--- src/rtl/retstk_pkg.sv ---
package retstk_pkg;

   typedef enum logic [1:0] {
      STK_HOLD = 2'd0,
      STK_PUSH = 2'd1,
      STK_POP  = 2'd2,
      STK_SWAP = 2'd3
   } stk_op_e;

   function automatic stk_op_e stk_decode(input logic push, input logic pop);
      case ({push, pop})
         2'b10:   return STK_PUSH;
         2'b01:   return STK_POP;
         2'b11:   return STK_SWAP;
         default: return STK_HOLD;
      endcase
   endfunction

endpackage

--- src/rtl/retstk_ptr.sv ---
module retstk_ptr
   import retstk_pkg::*;
#(
   parameter int DEPTH = 8,
   localparam int PTRW = $clog2(DEPTH)
) (
   input  logic            clk,
   input  logic            rst_n,
   input  logic            bkup_exit,
   input  stk_op_e         op,
   output logic [PTRW-1:0] sp,
   output logic [PTRW-1:0] wr_idx
);

   localparam logic [PTRW-1:0] SP_INIT = PTRW'(DEPTH - 1);
   localparam logic [PTRW-1:0] STEP    = PTRW'(1);

   logic [PTRW-1:0] sp_inc;
   logic [PTRW-1:0] sp_dec;

   assign sp_inc = sp + STEP;
   assign sp_dec = sp - STEP;
   assign wr_idx = (op == STK_SWAP) ? sp : sp_inc;

   always_ff @(posedge clk or negedge rst_n) begin
      if (!rst_n) begin
         sp <= SP_INIT;
      end else if (bkup_exit) begin
         sp <= SP_INIT;
      end else begin
         case (op)
            STK_PUSH: sp <= sp_inc;
            STK_POP:  sp <= sp_dec;
            default:  sp <= sp;
         endcase
      end
   end


   sp_push_chk: assert property (@(posedge clk) disable iff (!rst_n)
      (op == STK_PUSH && !bkup_exit) |=> sp == PTRW'($past(sp) + STEP));


   sp_pop_chk: assert property (@(posedge clk) disable iff (!rst_n)
      (op == STK_POP && !bkup_exit) |=> sp == PTRW'($past(sp) - STEP));


   sp_swap_chk: assert property (@(posedge clk) disable iff (!rst_n)
      (op == STK_SWAP && !bkup_exit) |=> $stable(sp));


   sp_bkup_chk: assert property (@(posedge clk) disable iff (!rst_n)
      bkup_exit |=> sp == SP_INIT);

endmodule

--- src/rtl/retstk_ram.sv ---
module retstk_ram #(
   parameter int DEPTH          = 8,
   parameter int PCW            = 14,
   parameter bit CLEAR_ON_RESET = 1'b1,
   localparam int PTRW = $clog2(DEPTH)
) (
   input  logic            clk,
   input  logic            rst_n,
   input  logic            we,
   input  logic [PTRW-1:0] wr_idx,
   input  logic [PCW-1:0]  wr_data,
   input  logic [PTRW-1:0] rd_idx,
   output logic [PCW-1:0]  rd_data
);

   logic [PCW-1:0] ent [DEPTH];

   for (genvar gi = 0; gi < DEPTH; gi++) begin : g_ent
      logic hit;
      assign hit = we && (wr_idx == PTRW'(gi));
      if (CLEAR_ON_RESET) begin : g_clr
         always_ff @(posedge clk or negedge rst_n) begin
            if (!rst_n)   ent[gi] <= '0;
            else if (hit) ent[gi] <= wr_data;
         end
      end else begin : g_noclr
         always_ff @(posedge clk) begin
            if (hit) ent[gi] <= wr_data;
         end
      end
   end

   assign rd_data = ent[rd_idx];

endmodule

--- src/rtl/retstk_shadow.sv ---
module retstk_shadow #(
   parameter int DPW = 10,
   parameter int RW  = 4
) (
   input  logic           clk,
   input  logic           rst_n,
   input  logic           cap,
   input  logic [DPW-1:0] dp_in,
   input  logic           cy_in,
   input  logic           sk_in,
   input  logic [RW-1:0]  a_in,
   input  logic [RW-1:0]  b_in,
   output logic [DPW-1:0] dp_q,
   output logic           cy_q,
   output logic           sk_q,
   output logic [RW-1:0]  a_q,
   output logic [RW-1:0]  b_q
);

   typedef struct packed {
      logic [DPW-1:0] dp;
      logic           cy;
      logic           sk;
      logic [RW-1:0]  a;
      logic [RW-1:0]  b;
   } ctx_t;

   ctx_t held;

   always_ff @(posedge clk or negedge rst_n) begin
      if (!rst_n)   held <= '0;
      else if (cap) held <= '{dp: dp_in, cy: cy_in, sk: sk_in, a: a_in, b: b_in};
   end

   assign dp_q = held.dp;
   assign cy_q = held.cy;
   assign sk_q = held.sk;
   assign a_q  = held.a;
   assign b_q  = held.b;


   shadow_cap_chk: assert property (@(posedge clk) disable iff (!rst_n)
      cap |=> {dp_q, cy_q, sk_q, a_q, b_q} ==
              $past({dp_in, cy_in, sk_in, a_in, b_in}));


   shadow_hold_chk: assert property (@(posedge clk) disable iff (!rst_n)
      !cap |=> $stable({dp_q, cy_q, sk_q, a_q, b_q}));

endmodule

--- src/rtl/retstk_top.sv ---
module retstk_top
   import retstk_pkg::*;
#(
   parameter int DEPTH          = 8,
   parameter int PCW            = 14,
   parameter int DPW            = 10,
   parameter bit CLEAR_ON_RESET = 1'b1,
   localparam int PTRW = $clog2(DEPTH),
   localparam int RW   = 4
) (
   input  logic            clk,
   input  logic            rst_n,
   input  logic            bkup_exit,
   input  logic            call_req,
   input  logic            irq_req,
   input  logic            tref_req,
   input  logic            pop_req,
   input  logic [PCW-1:0]  push_pc,
   output logic [PCW-1:0]  top_pc,
   output logic [PTRW-1:0] sp_val,
   input  logic [DPW-1:0]  dp_in,
   input  logic            cy_in,
   input  logic            sk_in,
   input  logic [RW-1:0]   a_in,
   input  logic [RW-1:0]   b_in,
   output logic [DPW-1:0]  sv_dp,
   output logic            sv_cy,
   output logic            sv_sk,
   output logic [RW-1:0]   sv_a,
   output logic [RW-1:0]   sv_b
);

   initial begin : prm_chk
      depth_pow2_chk: assert ((DEPTH >= 2) && ((1 << PTRW) == DEPTH))
         else $error("retstk_top: DEPTH must be a power of two, at least 2");
      width_chk: assert ((PCW >= 1) && (DPW >= 1))
         else $error("retstk_top: PCW and DPW must be positive");
   end

   logic            any_push;
   stk_op_e         op;
   logic [PTRW-1:0] wr_idx;
   logic            we;

   assign any_push = call_req | irq_req | tref_req;
   assign op       = stk_decode(any_push, pop_req);
   assign we       = (op == STK_PUSH || op == STK_SWAP) && !bkup_exit;

   retstk_ptr #(.DEPTH(DEPTH)) u_ptr (
      .clk       (clk),
      .rst_n     (rst_n),
      .bkup_exit (bkup_exit),
      .op        (op),
      .sp        (sp_val),
      .wr_idx    (wr_idx)
   );

   retstk_ram #(
      .DEPTH          (DEPTH),
      .PCW            (PCW),
      .CLEAR_ON_RESET (CLEAR_ON_RESET)
   ) u_ram (
      .clk     (clk),
      .rst_n   (rst_n),
      .we      (we),
      .wr_idx  (wr_idx),
      .wr_data (push_pc),
      .rd_idx  (sp_val),
      .rd_data (top_pc)
   );

   retstk_shadow #(.DPW(DPW), .RW(RW)) u_shadow (
      .clk   (clk),
      .rst_n (rst_n),
      .cap   (irq_req),
      .dp_in (dp_in),
      .cy_in (cy_in),
      .sk_in (sk_in),
      .a_in  (a_in),
      .b_in  (b_in),
      .dp_q  (sv_dp),
      .cy_q  (sv_cy),
      .sk_q  (sv_sk),
      .a_q   (sv_a),
      .b_q   (sv_b)
   );

   // R2 (one push source per cycle)
   one_source_chk: assert property (@(posedge clk) disable iff (!rst_n)
      $onehot0({call_req, irq_req, tref_req}));


   push_top_chk: assert property (@(posedge clk) disable iff (!rst_n)
      (any_push && !pop_req && !bkup_exit) |=> top_pc == $past(push_pc));


   swap_top_chk: assert property (@(posedge clk) disable iff (!rst_n)
      (any_push && pop_req && !bkup_exit) |=> top_pc == $past(push_pc));


   bkup_nowrite_chk: assert property (@(posedge clk) disable iff (!rst_n)
      bkup_exit |-> !we);

endmodule

--- config.mk ---
export PLATFORM = sky130hd
export DESIGN_NAME = retstk_top
export DESIGN_NICKNAME = d
export VERILOG_FILES = /design/src/rtl/retstk_pkg.sv /design/src/rtl/retstk_ptr.sv /design/src/rtl/retstk_ram.sv /design/src/rtl/retstk_shadow.sv /design/src/rtl/retstk_top.sv
export SDC_FILE = /design/constraint.sdc
export NUM_CORES = 1
export LEC_CHECK = 0
export BUFFER_PORTS_ARGS = -buffer_cell sky130_fd_sc_hd__buf_2
export CAP_MARGIN = 25
export CORE_ASPECT_RATIO = 0.5
export CORE_MARGIN = 2
export CORE_UTILIZATION = 40
export CTS_CLUSTER_SIZE = 28
export DETAILED_ROUTE_END_ITERATION = 7
export PLACE_DENSITY = 0.7
export SETUP_SLACK_MARGIN = 0.3
export SLEW_MARGIN = 20
export SYNTH_ARGS = -nofsm -noshare
export SYNTH_HDL_FRONTEND = slang
export SYNTH_SLANG_ARGS = --single-unit
export TNS_END_PERCENT = 100
--- constraint.sdc ---
create_clock -name clk -period 6 [get_ports clk]
set_input_delay 0.3 -clock clk [delete_from_list [all_inputs] [get_ports clk]]
set_output_delay 0.3 -clock clk [all_outputs]
set_load 0.02 [all_outputs]
==> results of run 1 <==
## worst max-delay path, stage by stage, from the launching register on
cell,delay [ns]
dfstp_2,1.12
inv_1,0.10
ha_1,0.37
nand2b_1,0.11
o22ai_2,0.25
nor3b_4,0.82
mux2_2,0.42
## sequential cells by signal, indices dropped and copies added (netlist names)
signal,flops
u_shadow.b_q,4
u_shadow.cy_q,1
u_shadow.sk_q,1
u_ptr.sp,3
u_shadow.a_q,4
u_shadow.dp_q,10
u_ram.ent,112
## timing repair
| action | in CTS | in global routing |
|---|---|---|
| resized for setup | 0 | 0 |
| hold buffers | 1 | 0 |
| buffers inserted | 0 | 0 |
| endpoints found under the hold margin | 61 | 0 |
## Yosys cell counts (all sizes together) (2+ instances only)
cell | n | area (um2)
buf | 14 | 130
mux2 | 146 | 1830
clkbuf | 5 | 18.8
xnor2 | 2 | 36.3
mux4 | 28 | 631
nor2b | 3 | 26.3
nand3 | 2 | 35.0
nor2 | 4 | 15.0
ha | 2 | 25.0
nor3 | 4 | 53.8
nor3b | 2 | 37.5
dfrtp | 132 | 3300
nand3b | 2 | 40.0
inv | 3 | 11.3
nand2b | 3 | 18.8
dfstp | 3 | 78.8
## area by class of cell
| cell class | instances | area, um2 |
|---|---|---|
| fill | 1286 | 7990 |
| sequential | 135 | 3380 |
| multi-input combinational | 211 | 2850 |
| timing repair buffer | 81 | 444 |
| clock buffer | 18 | 439 |
| tap | 204 | 255 |
| clock inverter | 13 | 121 |
| inverter | 3 | 11.3 |
## worst min path at each step
stage	slack (ns)	end	from
after detailed placement	0.31	u_ram.ent[56]$_DFFE_PN0P_	rst_n
after global placement	0.31	u_ram.ent[72]$_DFFE_PN0P_	rst_n
after CTS	0.10	u_shadow.dp_q[5]$_DFFE_PN0P_	dp_in[5]
after global routing	0.10	u_shadow.b_q[0]$_DFFE_PN0P_	b_in[0]
final	0.12	u_shadow.dp_q[6]$_DFFE_PN0P_	dp_in[6]
after floorplan	0.004	u_ram.ent[0]$_DFFE_PN0P_	rst_n
## through the flow
stage / utilization / std cells / hold WS (ns)
final: 0.484 / 665 / 0.120
after CTS: 0.482 / 664 / 0.104
after global placement: 0.445 / 632 / 0.307
after floorplan: - / 368 / 0.00441
after global routing: 0.484 / 665 / 0.102
after detailed placement: 0.445 / 632 / 0.310
## power by group through the flow
stage / clock network [mW] / registers [mW] / logic, mW
4_1_cts: 1.01 / 1.54 / 1.12
5_1_grt: 1.07 / 1.59 / 1.18
6_report: 0.997 / 1.54 / 1.10
3_3_place_gp: 0 / 1.53 / 1.08
2_1_floorplan: 0 / 1.47 / 0.904
3_5_place_dp: 0 / 1.54 / 1.11
## metal layers
metal	up-vias	wire, um	GRT usage
li1	1540	-	-
met1	1832	6020	0.215
met2	41	6060	0.256
met3	8	331	0.0323
met4	0	103	0.0524
met5	-	0	0
## kinds of logic (layout without fill, tap and decap cells)
kind of cell	count (synthesis)	count (layout)	synth area share
adder cells (fa/ha/maj)	2	2	0.00392
multiplexers	174	174	0.385
AND/OR/NAND/NOR	24	24	0.0390
flip-flops	135	135	0.529
XOR/XNOR	3	3	0.00705
AO/OA/AOI/OAI	8	8	0.0104
buffers and inverters	22	115	0.0251
==> results by group, run 1 <==
Status
  – Status: finished clean

STA
  – Clk_skew: 0.00772 ns
  – Slew HR: 0.381
  – Tcrit/Tclk final: 0.551
  – Setup-failing EPs final: 0
  – RSZ-0062 raised after global routing: no
  – Worst-margin pin slew: roughly 0.93 ns
  – Fmax: around 300 MHz
  – Final worst setup slack: ~2.7 ns
  – Final Max Tran Viols: 0
  – Post-layout min period: 3.31 ns
  – Fin. Hold Viols: 0
  – Setup_tns: 0 ns

Global routing
  – Initial antenna violation count: 0
  – First-pass GRT wire length: slightly above 20000 um
  – Global route total overflow: 0
  – Number of global-route vias before repair: 3700
  – Largest net degree at the start of global routing: 75
  – Total GRT Usage: 0.158

Run
  – Max cap viols: 0

Die
  – Io pins: 78
  – Die height: roughly 93 um
  – Die Width: 183 um
  – Starting density of the core: 0.412
  – Die area: about 17000 um2
  – Total core area: between 15000 and 20000 um2
  – Row count: 32

Clock network
  – CTS tree: built
  – Clk root buf: clkbuf_16
  – Worst skew pair latency: slightly above 0.4 ns
  – Clock transition at the registers of the reported paths: around 0.06 ns
  – Cts bufs inserted: 17
  – CTS Sinks: between 100 and 150
  – CTS H-tree lvls: 4
  – Clock tree buffer depth: 2

Placement
  – IO buf count: slightly below 80
  – Hpwl dp: 7650 um
  – Post-Place Worst Slack: 2.65 ns
  – RD Place Congestion: ~0.72
  – Dpl cell area: ~6900 um2

Critical path
  – Worst Reg-to-Reg Cells: 6
  – End of the critical path: u_ram.ent[14]$_DFFE_PN0P_
  – Required time of the worst setup path: ~6.3 ns
  – R2R setup slack: 2.69 ns
  – Crit path DAT: roughly 3.6 ns
  – CP Capture Type: register
  – Worst Path Max Fanout: 34
  – Reg2reg start: u_ptr.sp[1]$_DFFE_PN1P_
  – Crit path launch: u_ptr.sp[1]$_DFFE_PN1P_
  – Worst r2r dst: u_ram.ent[14]$_DFFE_PN0P_
  – Startpoint types: register
  – Worst Path Class, Setup: reg -> reg

Finish
  – Final net count: approximately 490
  – Cell area after layout: around 7500 um2
  – Area grow syn2layout: 17.4%
  – Most frequent cells in the layout: dfrtp_1, mux2_2, buf_2, mux2_4, mux4_2
  – N_diodes: 0
  – Layout cells sized above 1: 0.651
  – Commonest non-fill, non-tap cell in the layout: dfrtp_1

Routing
  – DR iter-0 viols: 174
  – Final antenna-violating net count: 0
  – # DRC: 0
  – Via count: about 3400
  – Pre-antenna DRT Iters: 6
  – WL final: approximately 13000 um
  – Vias/cell: approximately 5
  – Wire length per cell: between 15 and 20 um

Pwr
  – Static leakage: ~3.4 nW
  – Final Power: ~3.6 mW
  – Seq pwr share: 0.423
  – VDD IR max: about 0.00018 V
  – Sw frac: 0.285
  – Combinational Power Share: 0.303
  – Clock power frac: 0.274
  – Pwr/cell area: 485 nW/um2
  – Int Pwr: 2.60 mW
  – Psw: a little over 1 mW

Yosys
  – Register area share after synthesis: 0.529
  – Net Count, Synth: about 410
  – Syn Area/Cell: roughly 17 um2
  – Post-synth EDFFs: 0
  – Ys flop type: dfrtp_1
  – Unique masters post-synth: 36
  – Cells after synthesis: roughly 370
  – Yosys reg bits: ~140
  – FFs w/ async S/R, synth: 1.00
  – Yosys warns: 0
  – Netlist Area Pre-Place: about 6400 um2

Worst hold path
  – Cells on Worst Hold Path: 2
  – Hold Path Class: in -> reg
No activity file was read; power rests on OpenSTA's default activity.
==> run 2, diff against run 1 <==
- clock period: 6 -> 3.4 ns (I/O delays scaled with it)
==> run 2 against run 1 <==
Against the previous run:
- total power rose by 83%
- global-route usage rose by 1.5 points
- flip-flop and latch count unchanged
- utilization up 2.1 points
- clock power rose by 98%
- final area is 4.4% higher
- fmax rose by 22%
- routed wire length increased by 7.5%
- clock skew grew 0.0023 ns
- combinational power rose by 83%
- die area unchanged
- sequential share of layout area shrank 1.9 points
==> results by group, run 2 (synthesis results as in run 1) <==
Clock network
  – CTS tree: built
  – CTS H-tree lvls: 4 (unchanged)
  – Clock tree buffer depth: 2 (unchanged)
  – Clock transition at the registers of the reported paths: 0.05 ns (about the same)
  – Clk root buf: clkbuf_16
  – CTS Sinks: 135 (unchanged)
  – Cts repair resizes: 0 (unchanged)
  – Cts bufs inserted: 17 (unchanged)
  – Worst skew pair latency: 0.41 ns (about the same)

Routing
  – Vias/cell: 5.20 (+1.1%)
  – Final antenna-violating net count: 0 (unchanged)
  – DR iter-0 viols: 195 (+12%)
  – Wire length per cell: 19.4 um (+2.9%)
  – Pre-antenna DRT Iters: 4 (-2)
  – # DRC: 0 (unchanged)
  – Via count: 3616 (+5.7%)
  – WL final: 13400 um (+7.5%)

Status
  – Status: finished clean

Worst hold path
  – Hold Path Class: in -> reg

Critical path
  – Crit path launch: u_ptr.sp[1]$_DFFE_PN1P_
  – Buffer and inverter count on the worst path: 2 (+1)
  – Worst Reg-to-Reg Cells: 7 (+1)
  – Startpoint types: register
  – Worst Path Class, Setup: reg -> reg
  – Worst r2r dst: u_ram.ent[16]$_DFFE_PN0P_
  – Required time of the worst setup path: 3.69 ns (-2.60 ns)
  – CP Cell Sequence: inv_1 -> ha_1 -> nand2b_1 -> o22ai_2 -> nor3b_4 -> buf_12 -> mux2_2
  – CP top delay family: flip-flops
  – R2R setup slack: 0.69 ns (-2.01 ns)
  – Crit path DAT: 3.00 ns (-0.59 ns)
  – Reg2reg start: u_ptr.sp[1]$_DFFE_PN1P_
  – End of the critical path: u_ram.ent[16]$_DFFE_PN0P_
  – Slowest CP cell: dfstp_2
  – Worst Path Max Fanout: 11 (-68%)
  – CP Capture Type: register
  – Levels on crit path: 7 (+1)
  – Worst path max stage delay: 0.70 ns (-0.42 ns)

Placement
  – Hpwl dp: 8240 um (+7.7%)
  – RD Place Congestion: 0.777 (+7.3%)
  – IO buf count: 77 (unchanged)

STA
  – RSZ-0062 raised after global routing: no
  – Post-layout min period: 2.71 ns (-0.591 ns)
  – Hold WS: 0.0382 ns (-0.0822 ns)
  – Tcrit/Tclk final: 0.798 (+0.247)
  – Slew HR: 0.497 (+0.117)
  – Fmax: 368 MHz (+22%)
  – Worst-margin pin slew: 0.754 ns (-0.174 ns)
  – Setup-failing EPs final: 0 (unchanged)
  – Final Max Tran Viols: 0 (unchanged)
  – Fin. Hold Viols: 0 (unchanged)
  – Clk_skew: 0.0100 ns (+0.00230 ns)
  – Setup_tns: 0 ns (unchanged)

Die
  – Total core area: 15500 um2 (unchanged)
  – Io pins: 78 (unchanged)
  – Die Width: 183 um (unchanged)
  – Die area: 17100 um2 (unchanged)
  – Starting density of the core: 0.412 (unchanged)
  – Die height: 93.4 um (unchanged)
  – Row count: 32 (unchanged)

Global routing
  – Global route total overflow: 0 (unchanged)
  – Total GRT Usage: 0.173 (+0.0146)
  – First-pass GRT wire length: 22100 um (+7.5%)
  – Number of global-route vias before repair: 3941 (+6.5%)
  – Largest net degree at the start of global routing: 81 (+8.0%)
  – Initial antenna violation count: 1 (+1)

Finish
  – Most frequent cells in the layout: dfrtp_1, mux2_2, buf_2, mux2_4, mux4_2
  – Commonest non-fill, non-tap cell in the layout: dfrtp_1
  – Layout cells sized above 1: 0.627 (-0.0242)
  – Fill count: 1238 (-3.7%)
  – Area of the multi-input gates: 2850 um2 (unchanged)
  – Reg area: 3380 um2 (unchanged)
  – Area grow syn2layout: 22.5%
  – Final net count: 520 (+5.7%)
  – Max FFs per register: 112 (unchanged)
  – Largest Register: u_ram.ent

Pwr
  – Pwr/cell area: 852 nW/um2 (+76%)
  – VDD IR max: 0.000440 V (+150%)
  – Static leakage: 3.56 nW (+4.8%)

Run
  – Max cap viols: 0 (unchanged)
==> run 2: cell count changes in the layout (fill, tap and decap cells not counted) <==
cell,change
inv_6,-5
diode_2,+1
buf_16,-1
clkinvlp_4,-4
dlygate4sd3_1,+20
buf_12,+1
bufinv_16,+3
clkinv_4,+4
clkbuf_8,+1
clkbuf_1,+2
buf_4,+8
==> run 2: worst min path at each step <==
stage / cells after the start / end / slack (ns) / start
floorplan: 0 / u_ram.ent[0]$_DFFE_PN0P_ / -0.13 / rst_n
global placement: 1 / u_ram.ent[70]$_DFFE_PN0P_ / 0.26 / rst_n
detailed placement: 1 / u_ram.ent[70]$_DFFE_PN0P_ / 0.26 / rst_n
CTS: 2 / u_ptr.sp[2]$_DFFE_PN1P_ / 0.03 / bkup_exit
global route: 2 / u_ptr.sp[2]$_DFFE_PN1P_ / 0.03 / bkup_exit
finish: 3 / u_ptr.sp[1]$_DFFE_PN1P_ / 0.04 / bkup_exit
==> run 2: what timing repair did <==
action,4_1_cts,5_1_grt
buffers inserted,0,0
hold endpoints to repair,96,0
hold buffers,21,0
endpoints found under the setup margin,0,0
==> run 2: worst min-delay path: cells and delay by family <==
family	cells	cell delay [ns]
AO/OA/AOI/OAI	1	0.07
buffers and inverters	2	0.19
==> run 2: power breakdown <==
part | internal, mW | switching, mW
Clock | 1.27 | 0.698
Sequential | 2.31 | 0.384
Combinational | 1.28 | 0.735
Total | 4.85 | 1.82
==> run 2: stage by stage <==
step / cells / utilization / setup WS [ns] / power [mW] / area, um2
finish: 695 / 0.505 / 0.686 / 6.67 / 7830
global route: 695 / 0.505 / 0.567 / 7.03 / 7830
CTS: 694 / 0.505 / 0.676 / 6.73 / 7830
detailed placement: 641 / 0.451 / 0.677 / 4.70 / 6980
global placement: 641 / 0.451 / 0.718 / 4.64 / 6980
floorplan: 368 / - / 0.595 / 4.19 / 6390
==> run 2: area by class of cell <==
type	instances	area share
multi-input combinational	211	0.364
tap	204	0.0326
sequential	135	0.432
clock inverter	11	0.0221
inverter	3	0.00144
antenna	1	0.000320
clock buffer	21	0.0588
timing repair buffer	109	0.0890
==> run 2: per-layer routing <==
layer,vias up,track usage,part of all wire
li1,1600,-,-
met1,1937,0.234,0.46
met2,56,0.276,0.50
met3,23,0.0323,0.027
met4,0,0.0726,0.020
met5,-,0,0
